File: config.mk
export PLATFORM = sky130hd
export DESIGN_NAME = irqst_w0c_status
export DESIGN_NICKNAME = d
export VERILOG_FILES = /design/src/rtl/irqst_pkg.sv /design/src/rtl/irqst_rst_sync.sv /design/src/rtl/irqst_flag_cell.sv /design/src/rtl/irqst_flag_bank.sv /design/src/rtl/irqst_enable_reg.sv /design/src/rtl/irqst_read_mux.sv /design/src/rtl/irqst_w0c_status.sv
export SDC_FILE = /design/constraint.sdc
export NUM_CORES = 1
export LEC_CHECK = 0
export ABC_AREA = 1
export BUFFER_PORTS_ARGS = -buffer_cell sky130_fd_sc_hd__buf_2
export CORE_MARGIN = 8
export CORE_UTILIZATION = 38
export CTS_CLUSTER_DIAMETER = 30
export CTS_CLUSTER_SIZE = 12
export DETAILED_ROUTE_END_ITERATION = 16
export PLACE_DENSITY = 0.65
export RECOVER_POWER = 25
export SLEW_MARGIN = 5
export SYNTH_ARGS = -nofsm -noshare
export SYNTH_HDL_FRONTEND = slang
export SYNTH_SLANG_ARGS = --single-unit
File: constraint.sdc
create_clock -name clk -period 1.1 [get_ports clk]
set_clock_uncertainty 0.15 [all_clocks]
set_input_delay 0.22 -clock clk [delete_from_list [all_inputs] [get_ports clk]]
set_output_delay 0.22 -clock clk [all_outputs]
set_load 0.02 [all_outputs]
File: src/rtl/irqst_pkg.sv
`timescale 1ns/1ps
package irqst_pkg;
  // Word addresses inside the register window.
  localparam int unsigned ADDR_STATUS = 0;
  localparam int unsigned ADDR_ENABLE = 1;

  // Clear request for a write-zero-to-clear word.
  function automatic logic zero_clears(input logic wr_hit, input logic data_bit);
    return wr_hit & ~data_bit;
  endfunction
endpackage

File: src/rtl/irqst_rst_sync.sv
`timescale 1ns/1ps
module irqst_rst_sync #(
  parameter int STAGES = 2
) (
  input  logic clk,
  input  logic rst_n,
  output logic rst_sync_n
);
  logic [STAGES-1:0] sync_q;
  logic [STAGES-1:0] sync_d;

  always_comb begin
    sync_d = {sync_q[STAGES-2:0], 1'b1};
  end

  always_ff @(posedge clk or negedge rst_n) begin
    if (!rst_n) begin
      sync_q <= '0;
    end else begin
      sync_q <= sync_d;
    end
  end

  assign rst_sync_n = sync_q[STAGES-1];
endmodule

File: src/rtl/irqst_flag_cell.sv
`timescale 1ns/1ps
module irqst_flag_cell (
  input  logic clk,
  input  logic rst_n,
  input  logic set_i,
  input  logic clr_i,
  output logic flag_o
);
  logic flag_q;
  logic flag_d;
  logic flag_ce;

  // Set has priority over clear: an event coinciding with a clearing write wins.
  always_comb begin
    flag_ce = set_i | clr_i;
    flag_d  = flag_q;
    if (set_i) begin
      flag_d = 1'b1;
    end else if (clr_i) begin
      flag_d = 1'b0;
    end
  end

  always_ff @(posedge clk or negedge rst_n) begin
    if (!rst_n) begin
      flag_q <= 1'b0;
    end else if (flag_ce) begin
      flag_q <= flag_d;
    end
  end

  assign flag_o = flag_q;
endmodule

File: src/rtl/irqst_flag_bank.sv
`timescale 1ns/1ps
module irqst_flag_bank #(
  parameter int NUM_FLAGS = 4
) (
  input  logic                 clk,
  input  logic                 rst_n,
  input  logic [NUM_FLAGS-1:0] evt_i,
  input  logic                 wr_hit_i,
  input  logic [NUM_FLAGS-1:0] wdata_i,
  output logic [NUM_FLAGS-1:0] flags_o
);
  import irqst_pkg::*;

  logic [NUM_FLAGS-1:0] clr_req;

  always_comb begin
    for (int b = 0; b < NUM_FLAGS; b++) begin
      clr_req[b] = zero_clears(wr_hit_i, wdata_i[b]);
    end
  end

  for (genvar g = 0; g < NUM_FLAGS; g++) begin : g_flag
    irqst_flag_cell u_cell (
      .clk    (clk),
      .rst_n  (rst_n),
      .set_i  (evt_i[g]),
      .clr_i  (clr_req[g]),
      .flag_o (flags_o[g])
    );
  end
endmodule

File: src/rtl/irqst_enable_reg.sv
`timescale 1ns/1ps
module irqst_enable_reg #(
  parameter int NUM_FLAGS = 4
) (
  input  logic                 clk,
  input  logic                 rst_n,
  input  logic                 load_i,
  input  logic [NUM_FLAGS-1:0] wdata_i,
  output logic [NUM_FLAGS-1:0] en_o
);
  logic [NUM_FLAGS-1:0] en_q;
  logic [NUM_FLAGS-1:0] en_d;

  always_comb begin
    en_d = load_i ? wdata_i : en_q;
  end

  always_ff @(posedge clk or negedge rst_n) begin
    if (!rst_n) begin
      en_q <= '0;
    end else if (load_i) begin
      en_q <= en_d;
    end
  end

  assign en_o = en_q;
endmodule

File: src/rtl/irqst_read_mux.sv
`timescale 1ns/1ps
module irqst_read_mux #(
  parameter int NUM_FLAGS = 4,
  parameter int DATA_W    = 8
) (
  input  logic                 sel_status_i,
  input  logic                 sel_enable_i,
  input  logic [NUM_FLAGS-1:0] flags_i,
  input  logic [NUM_FLAGS-1:0] en_i,
  output logic [DATA_W-1:0]    rdata_o,
  output logic                 irq_o
);
  always_comb begin
    rdata_o = '0;
    if (sel_status_i) begin
      rdata_o = DATA_W'(flags_i);
    end else if (sel_enable_i) begin
      rdata_o = DATA_W'(en_i);
    end
  end

  always_comb begin
    irq_o = |(flags_i & en_i);
  end
endmodule

File: src/rtl/irqst_w0c_status.sv
`timescale 1ns/1ps
module irqst_w0c_status #(
  parameter int NUM_FLAGS  = 4,
  parameter int DATA_W     = 8,
  parameter int ADDR_W     = 2,
  parameter int SYNC_DEPTH = 2
) (
  input  logic                 clk,
  input  logic                 rst_n,
  input  logic [NUM_FLAGS-1:0] evt_i,
  input  logic [ADDR_W-1:0]    bus_addr_i,
  input  logic                 bus_wr_i,
  input  logic [DATA_W-1:0]    bus_wdata_i,
  output logic [DATA_W-1:0]    bus_rdata_o,
  output logic                 irq_o
);
  import irqst_pkg::*;

  localparam logic [ADDR_W-1:0] A_STAT = ADDR_W'(ADDR_STATUS);
  localparam logic [ADDR_W-1:0] A_EN   = ADDR_W'(ADDR_ENABLE);

  logic                 rst_core_n;
  logic                 sel_status;
  logic                 sel_enable;
  logic                 stat_wr;
  logic                 en_wr;
  logic [NUM_FLAGS-1:0] flag_q;
  logic [NUM_FLAGS-1:0] en_q;

  always_comb begin
    sel_status = (bus_addr_i == A_STAT);
    sel_enable = (bus_addr_i == A_EN);
    stat_wr    = bus_wr_i & sel_status;
    en_wr      = bus_wr_i & sel_enable;
  end

  irqst_rst_sync #(.STAGES(SYNC_DEPTH)) u_rst (
    .clk        (clk),
    .rst_n      (rst_n),
    .rst_sync_n (rst_core_n)
  );

  irqst_flag_bank #(.NUM_FLAGS(NUM_FLAGS)) u_flags (
    .clk      (clk),
    .rst_n    (rst_core_n),
    .evt_i    (evt_i),
    .wr_hit_i (stat_wr),
    .wdata_i  (bus_wdata_i[NUM_FLAGS-1:0]),
    .flags_o  (flag_q)
  );

  irqst_enable_reg #(.NUM_FLAGS(NUM_FLAGS)) u_en (
    .clk     (clk),
    .rst_n   (rst_core_n),
    .load_i  (en_wr),
    .wdata_i (bus_wdata_i[NUM_FLAGS-1:0]),
    .en_o    (en_q)
  );

  irqst_read_mux #(.NUM_FLAGS(NUM_FLAGS), .DATA_W(DATA_W)) u_rd (
    .sel_status_i (sel_status),
    .sel_enable_i (sel_enable),
    .flags_i      (flag_q),
    .en_i         (en_q),
    .rdata_o      (bus_rdata_o),
    .irq_o        (irq_o)
  );
endmodule

==> results of run 1 <==
-- routing by layer --
| layer | GRT usage | vias to the layer above | part of all wire |
|---|---|---|---|
| li1 | - | 261 | - |
| met1 | 0.08958 | 218 | 0.37 |
| met2 | 0.1582 | 15 | 0.52 |
| met3 | 0.05042 | 2 | 0.10 |
| met4 | 0.02586 | 0 | 0.0052 |
| met5 | 0 | - | 0 |
-- cells by family (layout without fill, tap and decap cells) --
| kind of cell | Yosys count | after routing | synth area share |
|---|---|---|---|
| buffers and inverters | 15 | 41 | 0.1374 |
| other | 2 | 5 | 0.01446 |
| and+or+nand+nor | 46 | 46 | 0.3663 |
| DFF | 10 | 10 | 0.4819 |
-- flip-flops by register name, summed over array words and instances, names as in the netlist --
signal / flops
u_flags.g_flag.u_cell.flag_o: 4
u_en.en_o: 4
u_rst.sync_q: 2
-- repair_timing --
item	CTS	global route
pin swaps	3	3
setup buffers	0	2
gates cloned	0	0
setup endpoints to repair	5	5
endpoints found under the hold margin	14	0
hold buffers	5	0
gates resized for setup	8	1
-- worst max path at each step --
| stage | start | end | slack [ns] | depth (start not counted) |
|---|---|---|---|---|
| floorplan | bus_addr_i[1] | bus_rdata_o[0] | 0.07 | 3 |
| global route | u_en.en_o[1] | irq_o | -0.33 | 3 |
| finish | u_en.en_o[1] | irq_o | -0.27 | 3 |
| CTS | u_en.en_o[1] | irq_o | -0.27 | 3 |
| global placement | bus_addr_i[1] | bus_rdata_o[1] | -0.16 | 5 |
| detailed placement | bus_addr_i[1] | bus_rdata_o[1] | -0.17 | 5 |
-- power by group through the flow --
stage	clock [mW]	combinational [mW]	sequential [mW]
floorplan	0	0.123	0.428
global placement	0	0.177	0.433
detailed placement	0	0.180	0.435
CTS	0.330	0.213	0.428
global route	0.349	0.241	0.432
finish	0.319	0.216	0.427
-- placed cells by master, fill, tap and decap left out, drive strengths merged --
cell	count
buf	20
nor2	3
inv	11
nand4	1
dlygate4sd3	5
nand3	4
nand2	38
conb	5
dfrtp	10
clkbuf	5
-- layout make-up --
cell class | count | area (µm²)
fill | 128 | 538.0
sequential | 10 | 250.2
multi-input combinational | 51 | 211.5
timing repair buffer | 26 | 188.9
inverter | 11 | 41.29
clock buffer | 4 | 36.28
tap | 15 | 18.77
-- per-stage QoR --
step | total power [mW] | cell area (µm²)
floorplan | 0.5511 | 530.5
global placement | 0.6101 | 619.3
detailed placement | 0.6143 | 619.3
CTS | 0.9707 | 730.7
global route | 1.022 | 747.0
finish | 0.9621 | 747.0
==> results.md, run 1 <==
* Finished Layout Cells at 117
* Worst-Skew Late Latency at 0.26 ns
* Minimum clock period at 1.366 ns
* Top cells by area, synth: dfrtp_1 (48%), nand2_1 (27%), inv_1 (7.2%), buf_4 (5.8%), nand3_1 (3.9%)
* Rows at 13
* Reg2reg setup slack at 0.22 ns
* Post-Synthesis Cells at 73
* Internal power contribution at 0.6990 mW
* Pwr/cell area at 1288 mW/mm²
* Sequential share of the synthesized area at 0.4819
* Sw Ratio at 0.2735
* # diodes at 0
* Slowest CP cell: dfrtp_1
* Area of the mapped netlist at 519.2 µm²
* Clock Path Buffers at 2
* Asr flop ratio synth at 1.000
* Critical Path Start Type: register
* GR Overflow Total at 0
* Post-route ant nets at 0
* Avg Inst Size Synth at 7.113 µm²
* Fin Hold WS at -0.02267 ns
* Post-DR vias/cell at 4.239
* RSZ-0062 raised after global routing: yes
* Nets at 120
* Crit Path Category: reg2out
* Crit end category: primary output
* DP Cell Count at 106
* Clk slew on worst S/H paths at 0.06 ns
* Die ar. at 0.002805 mm²
* Util after Layout at 0.5813
* Critical-path cell list: nand2_1, nand4_1, buf_2
* DRC at 0
* Clock power share at 0.331
* Switch Pwr at 0.2631 mW
* Share of cells above drive strength 1 at 0.2941
* Unique cell type count in the Yosys netlist at 10
* RD Place Congestion at 0.8113
* EDFF count, synth at 0
* Core Region at 0.001285 mm²
* GRT Total Usage at 0.09075
* Crit share post-route at 1.242
* Drt wl/cell at 9.838 µm
* Max Slew Vio Count at 0
* Chip height at 52.97 µm
* Combinational share of power at 0.225
* Cell leakage power at 0.4386 nW
* Number of DRC markers in iteration 0 at 7
* Post-place setup slack at -0.1742 ns
* Maximum vdd drop at 0.8671 mV
* Worst flop-to-flop path startpoint: u_flags.g_flag[2].u_cell.flag_o
* WP data required at 0.73 ns
* Vias in the first global route at 477
* Hold crit path type: reg2async
* Arr. time, crit path at 1.00 ns
* Peak fanout along the critical path at 3
* Max Clk Rate at 0.7322 GHz
* Failing checks: hold timing, setup timing
* Outcome: complete, but fails checks
* Clock sink total at 10
* Cts bufs inserted at 3
* Initial antenna violation count at 0
* Flop pwr share at 0.444
* First-pass GRT wire length at 1.897 mm
* IO Port Bufs at 17
* Register bit total from synthesis at 10
* H-tree levels at 1
* Starting density of the core at 0.4041
* DP Wirelength at 903 µm
* Reg2reg path depth at 3
* Pin count of the biggest net entering global routing at 9
* Setup ws final at -0.2657 ns
* Max cap viols at 0
* CP top delay family: flip-flops
* WP buf/inv at 1
* Cell with the most instances after synthesis: nand2_1
* Root Buffer: clkbuf_4
* Post-synth top area share at 0.4819
* Synth area leader: dfrtp_1
* Synth top cells by count: nand2_1 (37), dfrtp_1 (10), inv_1 (10)
* Die Span X at 52.97 µm
* Final Hold Vio Count at 8
* CTS tree: yes
* Vias at 496
* Main synth FF type: dfrtp_1
* TritonRoute pass-1 iters at 4
* Slowest cell delay on critical path at 0.39 ns
* Total Routed Length at 1.151 mm
* Final setup violation count at 5
* RR Endpoint: u_flags.g_flag[2].u_cell.flag_o
* Syn. warnings at 0
* Area Overhead vs Synth at 43.86%
* Top Ports at 26
* Setup TNS Final at -1.004 ns
(Power assumes the default switching activity.)
==> run 2: changes to the inputs <==
- BUFFER_PORTS_ARGS: -buffer_cell sky130_fd_sc_hd__buf_2 -> -buffer_cell sky130_fd_sc_hd__clkbuf_2
==> results.md, run 2 (synthesis results as in run 1) <==
* Flop pwr share at 0.431 (-0.013)
* Die Span X at 52.97 µm (unchanged)
* Slowest CP cell: dfrtp_1
* GR Overflow Total at 0 (unchanged)
* Clock sink total at 10 (unchanged)
* Max Clk Rate at 0.7431 GHz (+1.5%)
* Critical-path cell list: nand2_1, nand4_1, buf_2
* Die ar. at 0.002805 mm² (unchanged)
* DP Wirelength at 901.8 µm (-0.13%)
* Clock Path Buffers at 2 (unchanged)
* CTS tree: yes
* Failing checks: hold timing, setup timing
* Cts bufs inserted at 3 (unchanged)
* Vias at 511 (+3.0%)
* Area Overhead vs Synth at 50.84%
* Max Slew Vio Count at 0 (unchanged)
* Max cap viols at 0 (unchanged)
* Switch Pwr at 0.2719 mW (+3.3%)
* Post-DR vias/cell at 4.223 (-0.38%)
* Final Instance Area at 783.3 µm² (+4.9%)
* Drt wl/cell at 10.31 µm (+4.8%)
* Share of cells above drive strength 1 at 0.3208 (+0.02664)
* CP top delay family: flip-flops
* Clock power share at 0.325 (-0.006)
* Pwr/cell area at 1265 mW/mm² (-1.8%)
* TritonRoute pass-1 iters at 4 (unchanged)
* GRT Total Usage at 0.08905 (-0.001702)
* Outcome: complete, but fails checks
* Critical Path Start Type: register
* Most frequent cells in the layout: nand2_1 (36), clkbuf_2 (11), inv_1 (10), dfrtp_1 (10), buf_4 (8)
* Slowest cell delay on critical path at 0.39 ns (about the same)
* Rows at 13 (unchanged)
* Setup ws final at -0.2458 ns (+0.01991 ns)
* Crit share post-route at 1.223 (-0.01810)
* Minimum clock period at 1.346 ns (-0.01991 ns)
* Worst-Skew Late Latency at 0.26 ns (about the same)
* Post-route ant nets at 0 (unchanged)
* Reg2reg setup slack at 0.10 ns (-0.12 ns)
* Chip height at 52.97 µm (unchanged)
* Commonest non-fill, non-tap cell in the layout: nand2_1
* DRC at 0 (unchanged)
* Fin Hold WS at -0.02359 ns (-0.0009183 ns)
* WP buf/inv at 1 (unchanged)
* Hold crit path type: reg2async
* Final setup violation count at 5 (unchanged)
* Fillers at 126 (-1.6%)
* IO Port Bufs at 17 (unchanged)
* RSZ-0062 raised after global routing: yes
* WP data required at 0.73 ns (about the same)
* # diodes at 0 (unchanged)
* Total Routed Length at 1.247 mm (+8.3%)
* H-tree levels at 1 (unchanged)
* Final Hold Vio Count at 8 (unchanged)
* Cell leakage power at 0.4616 nW (+5.3%)
* Clk slew on worst S/H paths at 0.06 ns (about the same)
* Internal power contribution at 0.7188 mW (+2.8%)
* First-pass GRT wire length at 1.849 mm (-2.5%)
* Pin count of the biggest net entering global routing at 9 (unchanged)
* Total design power at 0.9907 mW (+3.0%)
* Number of DRC markers in iteration 0 at 6 (-1)
* Maximum vdd drop at 0.7678 mV (-11%)
* RD Place Congestion at 0.8123 (+0.12%)
* Core Region at 0.001285 mm² (unchanged)
* Initial antenna violation count at 0 (unchanged)
* Vias in the first global route at 453 (-5.0%)
* Starting density of the core at 0.4041 (unchanged)
* Root Buffer: clkbuf_4
* Sw Ratio at 0.2744 (+0.0009692)
* Crit end category: primary output
* Top Ports at 26 (unchanged)
* Crit Path Category: reg2out
* Post-place setup slack at -0.1689 ns (+0.005384 ns)
* Combinational share of power at 0.243 (+0.018)
* Arr. time, crit path at 0.98 ns (-0.02 ns)
* Area post-placement at 619.3 µm² (unchanged)
* Peak fanout along the critical path at 3 (unchanged)
* Nets at 124 (+3.3%)
## run 2: what timing repair did
action / CTS / global route
resized for setup: 4 / 9
pin swaps: 2 / 0
endpoints found under the hold margin: 14 / 0
setup endpoints to repair: 5 / 5
hold buffers: 5 / 0
setup buffers: 2 / 4
## run 2: worst paths after layout
check | from | endpoint | cells past startpoint
min | u_rst.sync_q[1] | u_en.en_o[3] | 0
max reg2reg | u_en.en_o[1] | u_en.en_o[1] | 4
max in group asynchronous | rst_n | u_rst.sync_q[0] | 2
max | u_en.en_o[1] | irq_o | 3
min in group clk | bus_wdata_i[0] | u_en.en_o[0] | 3
min reg2reg | u_rst.sync_q[1] | u_en.en_o[3] | 0
## run 2: power groups by stage
stage | combinational (mW) | sequential [mW] | clock [mW]
2_1_floorplan | 0.123 | 0.428 | 0
3_3_place_gp | 0.177 | 0.433 | 0
3_5_place_dp | 0.180 | 0.435 | 0
4_1_cts | 0.215 | 0.428 | 0.334
5_1_grt | 0.267 | 0.431 | 0.348
6_report | 0.241 | 0.427 | 0.322
## run 2: layout make-up
cell class	instances	area (µm²)	share of cell area
Clock buffer	4	36.28	0.04633
Inverter	11	41.29	0.05272
Multi-Input combinational cell	51	211.5	0.2700
Sequential cell	10	250.2	0.3195
Tap cell	15	18.77	0.02396
Timing Repair Buffer	30	225.2	0.2875
## run 2: through the flow
step | utilization | hold WS (ns) | setup TNS (ns) | cells
floorplan | - | -0.2256 | 0 | 76
global placement | 0.4820 | -0.1448 | -0.8815 | 106
detailed placement | 0.4820 | -0.1433 | -0.9296 | 106
CTS | 0.5745 | -0.008362 | -1.100 | 117
global route | 0.6095 | 0.01065 | -1.272 | 121
finish | 0.6095 | -0.02359 | -1.024 | 121
## run 2: per-layer routing
| metal | vias to the layer above | routed length [µm] | track usage |
|---|---|---|---|
| met1 | 225 | 477 | 0.08795 |
| met3 | 2 | 122 | 0.05322 |
| li1 | 270 | - | - |
| met4 | 0 | 6 | 0.02586 |
| met2 | 14 | 640 | 0.1523 |
| met5 | - | 0 | 0 |
